$ cat config.mk
export PLATFORM = sky130hd
export DESIGN_NAME = ldst_unit
export DESIGN_NICKNAME = d
export VERILOG_FILES = /design/src/rtl/ldst_pkg.sv /design/src/rtl/ldst_agen.sv /design/src/rtl/ldst_store_lanes.sv /design/src/rtl/ldst_load_extract.sv /design/src/rtl/ldst_unit.sv
export SDC_FILE = /design/constraint.sdc
export NUM_CORES = 1
export LEC_CHECK = 0
export ABC_CLOCK_PERIOD_IN_PS = 5250
export BUFFER_PORTS_ARGS = -buffer_cell sky130_fd_sc_hd__buf_2
export CORE_ASPECT_RATIO = 1.25
export CORE_MARGIN = 2
export CORE_UTILIZATION = 48
export CTS_BUF_LIST = sky130_fd_sc_hd__clkbuf_4
export DETAILED_ROUTE_END_ITERATION = 16
export HOLD_SLACK_MARGIN = 0.02
export PLACE_DENSITY = 0.84
export SLEW_MARGIN = 20
export SYNTH_ARGS = -nofsm -noshare
export SYNTH_HDL_FRONTEND = slang
export SYNTH_SLANG_ARGS = --single-unit
$ cat constraint.sdc
create_clock -name clk -period 5.25 [get_ports clk]
set_clock_uncertainty 0.1 [all_clocks]
set_input_delay 1.3125 -clock clk [delete_from_list [all_inputs] [get_ports clk]]
set_output_delay 1.3125 -clock clk [all_outputs]
set_load 0.05 [all_outputs]
$ cat src/rtl/ldst_pkg.sv
package ldst_pkg;

  localparam int WORD_W     = 32;
  localparam int LANE_N     = WORD_W / 8;
  localparam int LANE_IDX_W = $clog2(LANE_N);

  typedef enum logic [3:0] {
    OP_LDW   = 4'd0,
    OP_LDBU  = 4'd1,
    OP_LDHU  = 4'd2,
    OP_LDBS  = 4'd3,
    OP_LDHS  = 4'd4,
    OP_STW   = 4'd5,
    OP_STB   = 4'd6,
    OP_STH   = 4'd7,
    OP_LDLIT = 4'd8
  } op_e;

  typedef enum logic [1:0] {
    SZ_B = 2'd0,
    SZ_H = 2'd1,
    SZ_W = 2'd2
  } size_e;

  typedef struct packed {
    logic  is_load;
    logic  is_store;
    logic  is_lit;
    logic  sgn;
    size_e size;
  } opinfo_t;

  function automatic opinfo_t decode_op(input logic [3:0] code);
    opinfo_t r;
    r = '0;
    r.size = SZ_W;
    case (code)
      OP_LDW:   r.is_load = 1'b1;
      OP_LDBU:  begin r.is_load = 1'b1; r.size = SZ_B; end
      OP_LDHU:  begin r.is_load = 1'b1; r.size = SZ_H; end
      OP_LDBS:  begin r.is_load = 1'b1; r.size = SZ_B; r.sgn = 1'b1; end
      OP_LDHS:  begin r.is_load = 1'b1; r.size = SZ_H; r.sgn = 1'b1; end
      OP_STW:   r.is_store = 1'b1;
      OP_STB:   begin r.is_store = 1'b1; r.size = SZ_B; end
      OP_STH:   begin r.is_store = 1'b1; r.size = SZ_H; end
      OP_LDLIT: begin r.is_load = 1'b1; r.is_lit = 1'b1; end
      default:  r = '0;
    endcase
    return r;
  endfunction

endpackage

$ cat src/rtl/ldst_agen.sv
module ldst_agen
  import ldst_pkg::*;
#(
  parameter int ADDR_W = 32,
  parameter int IMM_W  = 8
) (
  input  opinfo_t             info_i,
  input  logic [ADDR_W-1:0]   base_i,
  input  logic [ADDR_W-1:0]   offs_i,
  input  logic [ADDR_W-1:0]   pc_i,
  input  logic [IMM_W-1:0]    imm_i,
  output logic [ADDR_W-1:0]   addr_o,
  output logic                misal_o
);

  localparam int PAD_W = ADDR_W - IMM_W - 2;

  logic [ADDR_W-1:0] lit_base;
  logic [ADDR_W-1:0] lit_off;
  logic [ADDR_W-1:0] reg_sum;

  // Literal form: word-aligned PC plus scaled immediate.
  assign lit_base = pc_i & ~ADDR_W'(3);
  assign lit_off  = {{PAD_W{1'b0}}, imm_i, 2'b00};
  // Register form: plain modular sum, carry out discarded.
  assign reg_sum  = base_i + offs_i;

  always_comb begin
    addr_o  = info_i.is_lit ? (lit_base + lit_off) : reg_sum;
    misal_o = 1'b0;
    case (info_i.size)
      SZ_H:    misal_o = addr_o[0];
      SZ_W:    misal_o = |addr_o[1:0];
      default: misal_o = 1'b0;
    endcase
  end

endmodule

$ cat src/rtl/ldst_store_lanes.sv
module ldst_store_lanes
  import ldst_pkg::*;
(
  input  size_e                  size_i,
  input  logic [LANE_IDX_W-1:0]  lane_i,
  input  logic [WORD_W-1:0]      src_i,
  output logic [LANE_N-1:0]      be_o,
  output logic [WORD_W-1:0]      data_o
);

  for (genvar l = 0; l < LANE_N; l++) begin : g_lane
    localparam logic                  UPPER = 1'((l / 2) % 2);
    localparam logic [LANE_IDX_W-1:0] LID   = LANE_IDX_W'(l);
    always_comb begin
      case (size_i)
        SZ_B:    be_o[l] = (lane_i == LID);
        SZ_H:    be_o[l] = (lane_i[1] == UPPER);
        default: be_o[l] = 1'b1;
      endcase
    end
  end

  always_comb begin
    case (size_i)
      SZ_B:    data_o = {LANE_N{src_i[7:0]}};
      SZ_H:    data_o = {(LANE_N / 2){src_i[15:0]}};
      default: data_o = src_i;
    endcase
  end

endmodule

$ cat src/rtl/ldst_load_extract.sv
module ldst_load_extract
  import ldst_pkg::*;
(
  input  logic                   sgn_i,
  input  size_e                  size_i,
  input  logic [LANE_IDX_W-1:0]  lane_i,
  input  logic [WORD_W-1:0]      rdata_i,
  output logic [WORD_W-1:0]      data_o
);

  logic [7:0]  byte_v;
  logic [15:0] half_v;

  assign byte_v = rdata_i[{lane_i, 3'b000} +: 8];
  assign half_v = lane_i[1] ? rdata_i[31:16] : rdata_i[15:0];

  always_comb begin
    case (size_i)
      SZ_B:    data_o = {{(WORD_W - 8){sgn_i & byte_v[7]}}, byte_v};
      SZ_H:    data_o = {{(WORD_W - 16){sgn_i & half_v[15]}}, half_v};
      default: data_o = rdata_i;
    endcase
  end

endmodule

$ cat src/rtl/ldst_unit.sv
module ldst_unit
  import ldst_pkg::*;
#(
  parameter int ADDR_W = 32,
  parameter int IMM_W  = 8,
  parameter int IDX_W  = 3
) (
  input  logic                 clk,
  input  logic                 rst_n,
  input  logic                 op_valid,
  input  logic [3:0]           op_kind,
  input  logic [IDX_W-1:0]     rt_idx,
  input  logic [ADDR_W-1:0]    base_val,
  input  logic [ADDR_W-1:0]    offs_val,
  input  logic [WORD_W-1:0]    src_val,
  input  logic [ADDR_W-1:0]    pc_val,
  input  logic [IMM_W-1:0]     lit_imm,
  output logic                 mem_req,
  output logic                 mem_we,
  output logic [ADDR_W-1:0]    mem_addr,
  output logic [LANE_N-1:0]    mem_be,
  output logic [WORD_W-1:0]    mem_wdata,
  input  logic [WORD_W-1:0]    mem_rdata,
  output logic                 align_fault,
  output logic                 wb_we,
  output logic [IDX_W-1:0]     wb_idx,
  output logic [WORD_W-1:0]    wb_data,
  output logic                 flag_we
);

  localparam int LW = LANE_IDX_W;

  // Reset: asserted asynchronously, released after two clock edges.
  logic [1:0] rst_pipe_q;
  logic       rst_int_n;

  always_ff @(posedge clk or negedge rst_n) begin
    if (!rst_n) rst_pipe_q <= '0;
    else        rst_pipe_q <= {rst_pipe_q[0], 1'b1};
  end
  assign rst_int_n = rst_pipe_q[1];

  // Issue stage (combinational toward memory).
  opinfo_t            info;
  logic [ADDR_W-1:0]  ea;
  logic               misal;
  logic               issue;
  logic               acc_ok;
  logic [LANE_N-1:0]  st_be;
  logic [WORD_W-1:0]  st_data;

  assign info = decode_op(op_kind);

  ldst_agen #(.ADDR_W(ADDR_W), .IMM_W(IMM_W)) u_agen (
    .info_i  (info),
    .base_i  (base_val),
    .offs_i  (offs_val),
    .pc_i    (pc_val),
    .imm_i   (lit_imm),
    .addr_o  (ea),
    .misal_o (misal)
  );

  ldst_store_lanes u_st (
    .size_i (info.size),
    .lane_i (ea[LW-1:0]),
    .src_i  (src_val),
    .be_o   (st_be),
    .data_o (st_data)
  );

  assign issue  = op_valid & (info.is_load | info.is_store);
  assign acc_ok = issue & ~misal;

  assign mem_req   = acc_ok;
  assign mem_we    = acc_ok & info.is_store;
  assign mem_addr  = ea;
  assign mem_be    = (acc_ok & info.is_store) ? st_be : '0;
  assign mem_wdata = st_data;

  // Stage 1: load in flight while memory returns data; fault report.
  logic             p1_vld_d, p1_vld_q;
  logic             fault_d, fault_q;
  logic             p1_en;
  logic             p1_sgn_d, p1_sgn_q;
  size_e            p1_size_d, p1_size_q;
  logic [LW-1:0]    p1_lane_d, p1_lane_q;
  logic [IDX_W-1:0] p1_rt_d, p1_rt_q;

  always_comb begin
    p1_vld_d  = acc_ok & info.is_load;
    fault_d   = issue & misal;
    p1_en     = p1_vld_d;
    p1_sgn_d  = info.sgn;
    p1_size_d = info.size;
    p1_lane_d = ea[LW-1:0];
    p1_rt_d   = rt_idx;
  end

  always_ff @(posedge clk or negedge rst_int_n) begin
    if (!rst_int_n) begin
      p1_vld_q  <= 1'b0;
      fault_q   <= 1'b0;
      p1_sgn_q  <= 1'b0;
      p1_size_q <= SZ_B;
      p1_lane_q <= '0;
      p1_rt_q   <= '0;
    end else begin
      p1_vld_q <= p1_vld_d;
      fault_q  <= fault_d;
      if (p1_en) begin
        p1_sgn_q  <= p1_sgn_d;
        p1_size_q <= p1_size_d;
        p1_lane_q <= p1_lane_d;
        p1_rt_q   <= p1_rt_d;
      end
    end
  end

  // Stage 2: extended result registered for the register file.
  logic [WORD_W-1:0] ld_data;
  logic              wb_vld_d, wb_vld_q;
  logic              wb_en;
  logic [IDX_W-1:0]  wb_idx_d, wb_idx_q;
  logic [WORD_W-1:0] wb_data_d, wb_data_q;

  ldst_load_extract u_ld (
    .sgn_i   (p1_sgn_q),
    .size_i  (p1_size_q),
    .lane_i  (p1_lane_q),
    .rdata_i (mem_rdata),
    .data_o  (ld_data)
  );

  always_comb begin
    wb_vld_d  = p1_vld_q;
    wb_en     = p1_vld_q;
    wb_idx_d  = p1_rt_q;
    wb_data_d = ld_data;
  end

  always_ff @(posedge clk or negedge rst_int_n) begin
    if (!rst_int_n) begin
      wb_vld_q  <= 1'b0;
      wb_idx_q  <= '0;
      wb_data_q <= '0;
    end else begin
      wb_vld_q <= wb_vld_d;
      if (wb_en) begin
        wb_idx_q  <= wb_idx_d;
        wb_data_q <= wb_data_d;
      end
    end
  end

  assign align_fault = fault_q;
  assign wb_we       = wb_vld_q;
  assign wb_idx      = wb_idx_q;
  assign wb_data     = wb_data_q;
  assign flag_we     = 1'b0;

endmodule

==> results of run 1 <==
worst register-to-register path, cell delays in order (launching register included):
cell and delay [ns]:
dfrtp_1 0.79, nor2b_1 0.81, nor2b_1 0.50, a222oi_1 0.23, a21oi_1 0.24
layout make-up:
cell class / count / area, sq um / share of cell area (%)
Inverter: 28 / 105 / 1.41
Sequential cell: 48 / 1200 / 16.1
Timing Repair Buffer: 313 / 1680 / 22.6
Multi-Input combinational cell: 616 / 4190 / 56.1
Clock buffer: 5 / 37.5 / 0.503
Tap cell: 161 / 201 / 2.70
Clock inverter: 3 / 46.3 / 0.620
through the flow:
| stage | setup WS, ns | utilization, % | power, mW | std cells | instance area (sq um) |
|---|---|---|---|---|---|
| after global routing | -0.00849 | 64.3 | 2.54 | 1174 | 7470 |
| after global placement | 0.00578 | 62.9 | 2.14 | 1165 | 7310 |
| after floorplan | 0.0222 | - | 1.74 | 736 | 5700 |
| final | 0.127 | 64.3 | 2.41 | 1174 | 7470 |
| after detailed placement | -0.0237 | 62.9 | 2.16 | 1165 | 7310 |
| after CTS | 0.00825 | 63.6 | 2.39 | 1173 | 7390 |
cell families after synthesis:
group | count (synthesis) | synth area share (%)
AND/OR/NAND/NOR | 256 | 21.9
XOR/XNOR | 46 | 7.08
flip-flops | 48 | 21.1
other | 2 | 0.132
adder cells (fa/ha/maj) | 45 | 10.2
multiplexers | 30 | 5.96
buffers and inverters | 72 | 6.12
AO/OA/AOI/OAI | 237 | 27.5
layer usage:
layer  GRT usage, %  vias to the layer above  wire, um
met4           10.3                        2       605
met2           53.3                      356      9800
met3           4.88                       52      1530
li1               -                     3251         -
met1           32.5                     3038      7290
met5              0                        -        13
power by group:
group | switching [mW] | leakage (nW) | total [mW] | internal (mW)
combinational | 1.13 | 3.00 | 1.61 | 0.485
clock | 0.123 | 0.0418 | 0.225 | 0.102
sequential | 0.0948 | 0.560 | 0.573 | 0.478
total | 1.35 | 3.60 | 2.41 | 1.07
cell usage in the layout, fill, tap and decap left out, types with 10 or more instances in the layout:
master,Yosys,layout
buf_2,4,274
nand2_1,88,88
a21oi_1,81,81
nor2_1,64,64
dfrtp_1,48,47
ha_1,43,41
o21ai_0,41,33
buf_4,10,33
inv_1,28,28
xnor2_1,28,28
mux2_2,21,21
xor2_1,18,18
nand3_1,15,15
nor3_1,15,13
o21ai_1,4,12
nand4_1,12,12
and3_1,11,10
flip-flops by register name, summed over array words and instances, names as in the netlist:
signal,flops
p1_size_q,2
rst_pipe_q,2
wb_data,32
wb_idx,3
p1_vld_q,1
p1_rt_q,3
align_fault,1
wb_we,1
p1_lane_q,2
p1_sgn_q,1
what timing repair did:
action | CTS | global route
pin swaps | 0 | 2
setup buffers | 0 | 1
resized for setup | 1 | 24
setup endpoints to repair | 1 | 17
Yosys cell counts (all sizes together), types with 5 or more instances:
cell type	number
o211ai	7
a21o	9
and4	6
xnor2	28
or3	7
a221oi	8
a31oi	7
or2	9
o21bai	6
buf	16
a22o	9
clkbuf	27
o31ai	6
a211oi	6
nor2b	6
nand4	12
nor2	66
nor3	15
inv	28
and3	12
a21oi	82
mux2	21
nand2	89
a222oi	6
o21a	9
nand3	15
o21ai	45
nand2b	5
xor2	18
a22oi	9
mux2i	8
dfrtp	48
ha	43
and2	5
final timing paths:
path / from / to / slack [ns] / depth (start not counted)
worst max-delay path: base_val[11] / mem_addr[27] / 0.13 / 10
worst min-delay path: rst_pipe_q[0] / rst_pipe_q[1] / 0.28 / 0
worst max register to register: p1_size_q[1] / wb_data[5] / 2.53 / 4
worst min register to register: rst_pipe_q[0] / rst_pipe_q[1] / 0.28 / 0
max in group asynchronous: rst_pipe_q[1] / wb_data[15] / 4.08 / 0
min in group asynchronous: rst_pipe_q[1] / p1_rt_q[1] / 0.34 / 0
==> reports/metrics.cfg, run 1 <==
[outcome]
outcome=complete, no violations

[critical_path]
cpMaxStageDelayCell=ha_1
slowest_delay_ns=0.39
crit_path_end_kind=primary output
worst-setup-path-type=in -> out
critPathLaunchType=primary input
worst-endpoint-arrival_ns=3.71
worstPathRequired_ns=3.84
critical_path_buf_inv_count=2
crit_fanout=6
cp_cell_sequence=buf_2 > ha_1 > nand4_1 > or2_0 > or3_1 > and4_4 > o31ai_1 > xnor2_1 > a21oi_1 > buf_4
cp_top_family=simple AND/OR/NAND/NOR gates

[grt]
track_usage_pct=28.8
antenna_found_initial=1
grt_pass1_wl_um=29800
grt_max_degree=47
grt-ovfl-total=0
first_global_vias=6261

[sta]
whs_ns=0.280
tightest_slew_ns=1.11
slew_headroom_pct=26.2
fmax_mhz=195
period_share_pct=97.6
slew_violations=0
finalHoldViolations=0
fin_setup_tns_ns=0
period_needed_ns=5.12
setup_viol=0

[clock_network]
clk_path_buf_depth=2
htree_levels=2
cts.reportedPaths.clkPinSlew_ns=0.15
cts_buffers=5
cts_root_buf=clkbuf_4
clkSinkCount=48
cts_tree=yes
clock_latency_ns=0.37
holdBufCountCts=0

[cells_and_area]
drive_gt1_share_pct=37.7
nFillCells=1033
nets=1235
syn2layout_area_growth_pct=31.3
diodes=0

[routing]
ant_nets=0
vias=6699
postRouteWirelength_um=19200
remaining_drc_errors=0
vias_per_cell=5.71
wl_per_cell_um=16.4
drtIter0Drc=395
dr.pass1.iters=5

[floorplan]
start_util_pct=49.0
fp.dieW_um=101
die_y_um=126
pin_count=286
dieArea_sq_mm=0.0127
core_region_area_sq_mm=0.0116
num_rows=44

[yosys]
synth_edf_count=0
ys.flop_type=dfrtp_1
syn_avg_cell_area_sq_um=7.73
ys_async_sr_fraction_pct=100
ys_top_cells_by_area=dfrtp_1 (21%), ha_1 (9.5%), a21oi_1 (7.1%)
ys_warn_count=0
synth_fp_nets=959
ys_ff_latch=48
synth.cell_area_sq_mm=0.00569
yosysSeqAreaShare_pct=21.1
synthDistinctLibCells=84
yosysTopAreaCellShare_pct=21.1
syn-instance-count=736
synth_top_area_cell=dfrtp_1

[placed_design]
io_buffers=282
dp_hpwl_um=15700
place.gp.congestion=0.965

[job]
cap_violations=0

[power_and_ir_drop]
powerDensity_mw_per_mm2=323
power.leakage_nw=3.60
vdd_ir_drop_max_uv=186

[hold_path]
hp-class=reg -> reg

No activity file was read; power rests on OpenSTA's default activity.
==> inputs of run 2 (changes only) <==
--- a/config.mk
+++ b/config.mk
@@ -14,6 +14,7 @@
 export DETAILED_ROUTE_END_ITERATION = 16
 export HOLD_SLACK_MARGIN = 0.02
 export PLACE_DENSITY = 0.84
+export RECOVER_POWER = 50
 export SLEW_MARGIN = 20
 export SYNTH_ARGS = -nofsm -noshare
 export SYNTH_HDL_FRONTEND = slang
==> run 2 against run 1 <==
Compared with the run above:
- the flow now finishes with violations (capacitance limit, slew limit)
- first-iteration DRC count grew 12%
- global-route usage is the same
- non-clock buffer count is the same
- die area is the same
- cell count is the same
- largest power group unchanged
==> reports/metrics.cfg, run 2 (synthesis results as in run 1) <==
[power_and_ir_drop]
p_total_mw=2.38  ; -1.1%
power.leakage_nw=3.49  ; -3.0%
vdd_ir_drop_max_uv=176  ; -5.4%
powerDensity_mw_per_mm2=322  ; -0.36%

[clock_network]
cts_root_buf=clkbuf_4
htree_levels=2  ; unchanged
clk_path_buf_depth=2  ; unchanged
clock_latency_ns=0.37  ; about the same
cts_tree=yes
cts_buffers=5  ; unchanged
clkSinkCount=48  ; unchanged
cts.reportedPaths.clkPinSlew_ns=0.15  ; about the same

[sta]
whs_ns=0.281  ; +0.000326 ns
fin_setup_tns_ns=0  ; unchanged
slew_violations=47  ; +47
slew_headroom_pct=-21.4  ; -48 points
setup_viol=0  ; unchanged
fin_ws_ns=0.115  ; -0.0123 ns
fmax_mhz=195  ; -0.24%
period_needed_ns=5.14  ; +0.0123 ns
tightest_slew_ns=1.82  ; +0.716 ns
finalHoldViolations=0  ; unchanged
period_share_pct=97.8  ; +0.23 points

[grt]
grt-ovfl-total=0  ; unchanged
grt_pass1_wl_um=29800  ; unchanged
first_global_vias=6261  ; unchanged
track_usage_pct=28.8  ; unchanged
grt_max_degree=47  ; unchanged
antenna_found_initial=1  ; unchanged

[routing]
vias=6684  ; -0.22%
drtIter0Drc=442  ; +12%
remaining_drc_errors=0  ; unchanged
wl_per_cell_um=16.4  ; +0.12%
postRouteWirelength_um=19300  ; +0.12%
dr.pass1.iters=5  ; unchanged
vias_per_cell=5.69  ; -0.22%
ant_nets=0  ; unchanged

[placed_design]
place.gp.congestion=0.965  ; unchanged
place_inst=1165  ; unchanged
dp_slack_ns=-0.0237  ; unchanged
dp_hpwl_um=15700  ; unchanged
place_area_sq_mm=0.00731  ; unchanged
io_buffers=282  ; unchanged

[cells_and_area]
nFillCells=1050  ; +1.6%
stdcell_area_sq_mm=0.00741  ; -0.72%
syn2layout_area_growth_pct=30.3
nets=1235  ; unchanged
finalNonFillerCells=1174  ; unchanged
layout_common_cells=buf_2 (235), nand2_1 (88), a21oi_1 (81)
largest_reg_flops=32  ; unchanged
post-route-util_pct=63.8  ; -0.46 points
final_common_cell=buf_2
drive_gt1_share_pct=33.6  ; -4.1 points
diodes=0  ; unchanged

[hold_path]
worstHoldPathCells=0  ; unchanged
hp-class=reg -> reg

[critical_path]
worst-endpoint-arrival_ns=3.72  ; about the same
cp.depth=10  ; unchanged
crit_path_end_kind=primary output
cp_cell_sequence=buf_2 > ha_1 > nand4_1 > or2_0 > or3_1 > and4_4 > o31ai_1 > xnor2_1 > a21oi_1 > buf_4
worst-setup-path-type=in -> out
slowest_delay_ns=0.40  ; about the same
critPathLaunchType=primary input
critical_path_buf_inv_count=2  ; unchanged
cpMaxStageDelayCell=ha_1
cp_top_family=simple AND/OR/NAND/NOR gates
crit_fanout=6  ; unchanged
ff2ff_path_depth=3  ; -1
worstPathRequired_ns=3.84  ; about the same

[floorplan]
fp.dieW_um=101  ; unchanged
start_util_pct=49.0  ; unchanged
dieArea_sq_mm=0.0127  ; unchanged
core_region_area_sq_mm=0.0116  ; unchanged
die_y_um=126  ; unchanged
num_rows=44  ; unchanged
pin_count=286  ; unchanged

[outcome]
outcome=finished, violations left
violations=capacitance limit, slew limit

[job]
cap_violations=1  ; +1

==> run 2: power breakdown <==
group	total [mW]	internal (mW)	leakage [nW]	switching, mW
clock	0.224	0.102	0.0418	0.122
combinational	1.58	0.455	2.89	1.13
sequential	0.576	0.478	0.561	0.0980
total	2.38	1.04	3.49	1.35
==> run 2: path summary, 6_finish.rpt <==
| kind | end | slack (ns) | start |
|---|---|---|---|
| min in group asynchronous | rst_pipe_q[0] | 0.60 | rst_n |
| max in group asynchronous | p1_size_q[1] | 3.32 | rst_pipe_q[1] |
| min reg2reg | rst_pipe_q[1] | 0.28 | rst_pipe_q[0] |
| max reg2reg | wb_data[24] | 2.37 | p1_vld_q |
| min | rst_pipe_q[1] | 0.28 | rst_pipe_q[0] |
| max | mem_addr[27] | 0.11 | base_val[11] |
==> run 2: area by class of cell <==
class | instances | area [sq um] | share of cell area [%]
multi-input cells | 616 | 4190 | 56.5
repair buffers | 313 | 1630 | 22.0
flip-flops and latches | 48 | 1200 | 16.2
well taps | 161 | 201 | 2.72
inverters | 28 | 105 | 1.42
clock inverters | 3 | 46.3 | 0.625
clock buffers | 5 | 37.5 | 0.506
==> run 2: timing repair <==
| action | 4_1_cts | 5_1_grt |
|---|---|---|
| setup buffers | 0 | 1 |
| gates resized for setup | 1 | 24 |
| pin swaps | 0 | 2 |
| hold buffers | 0 | 0 |
| endpoints found under the setup margin | 1 | 17 |
==> run 2: routing by layer <==
metal	vias to the layer above	track usage [%]	share of wire, %
li1	3254	-	-
met1	3030	32.5	38
met2	350	53.3	51
met3	48	4.88	8.4
met4	2	10.3	3.0
met5	-	0	0.068
==> run 2: worst reg2reg max path, stage by stage, from the launching register on <==
cell	delay (ns)
dfrtp_1	0.88
clkbuf_1	0.92
o31a_1	0.70
a21oi_1	0.16
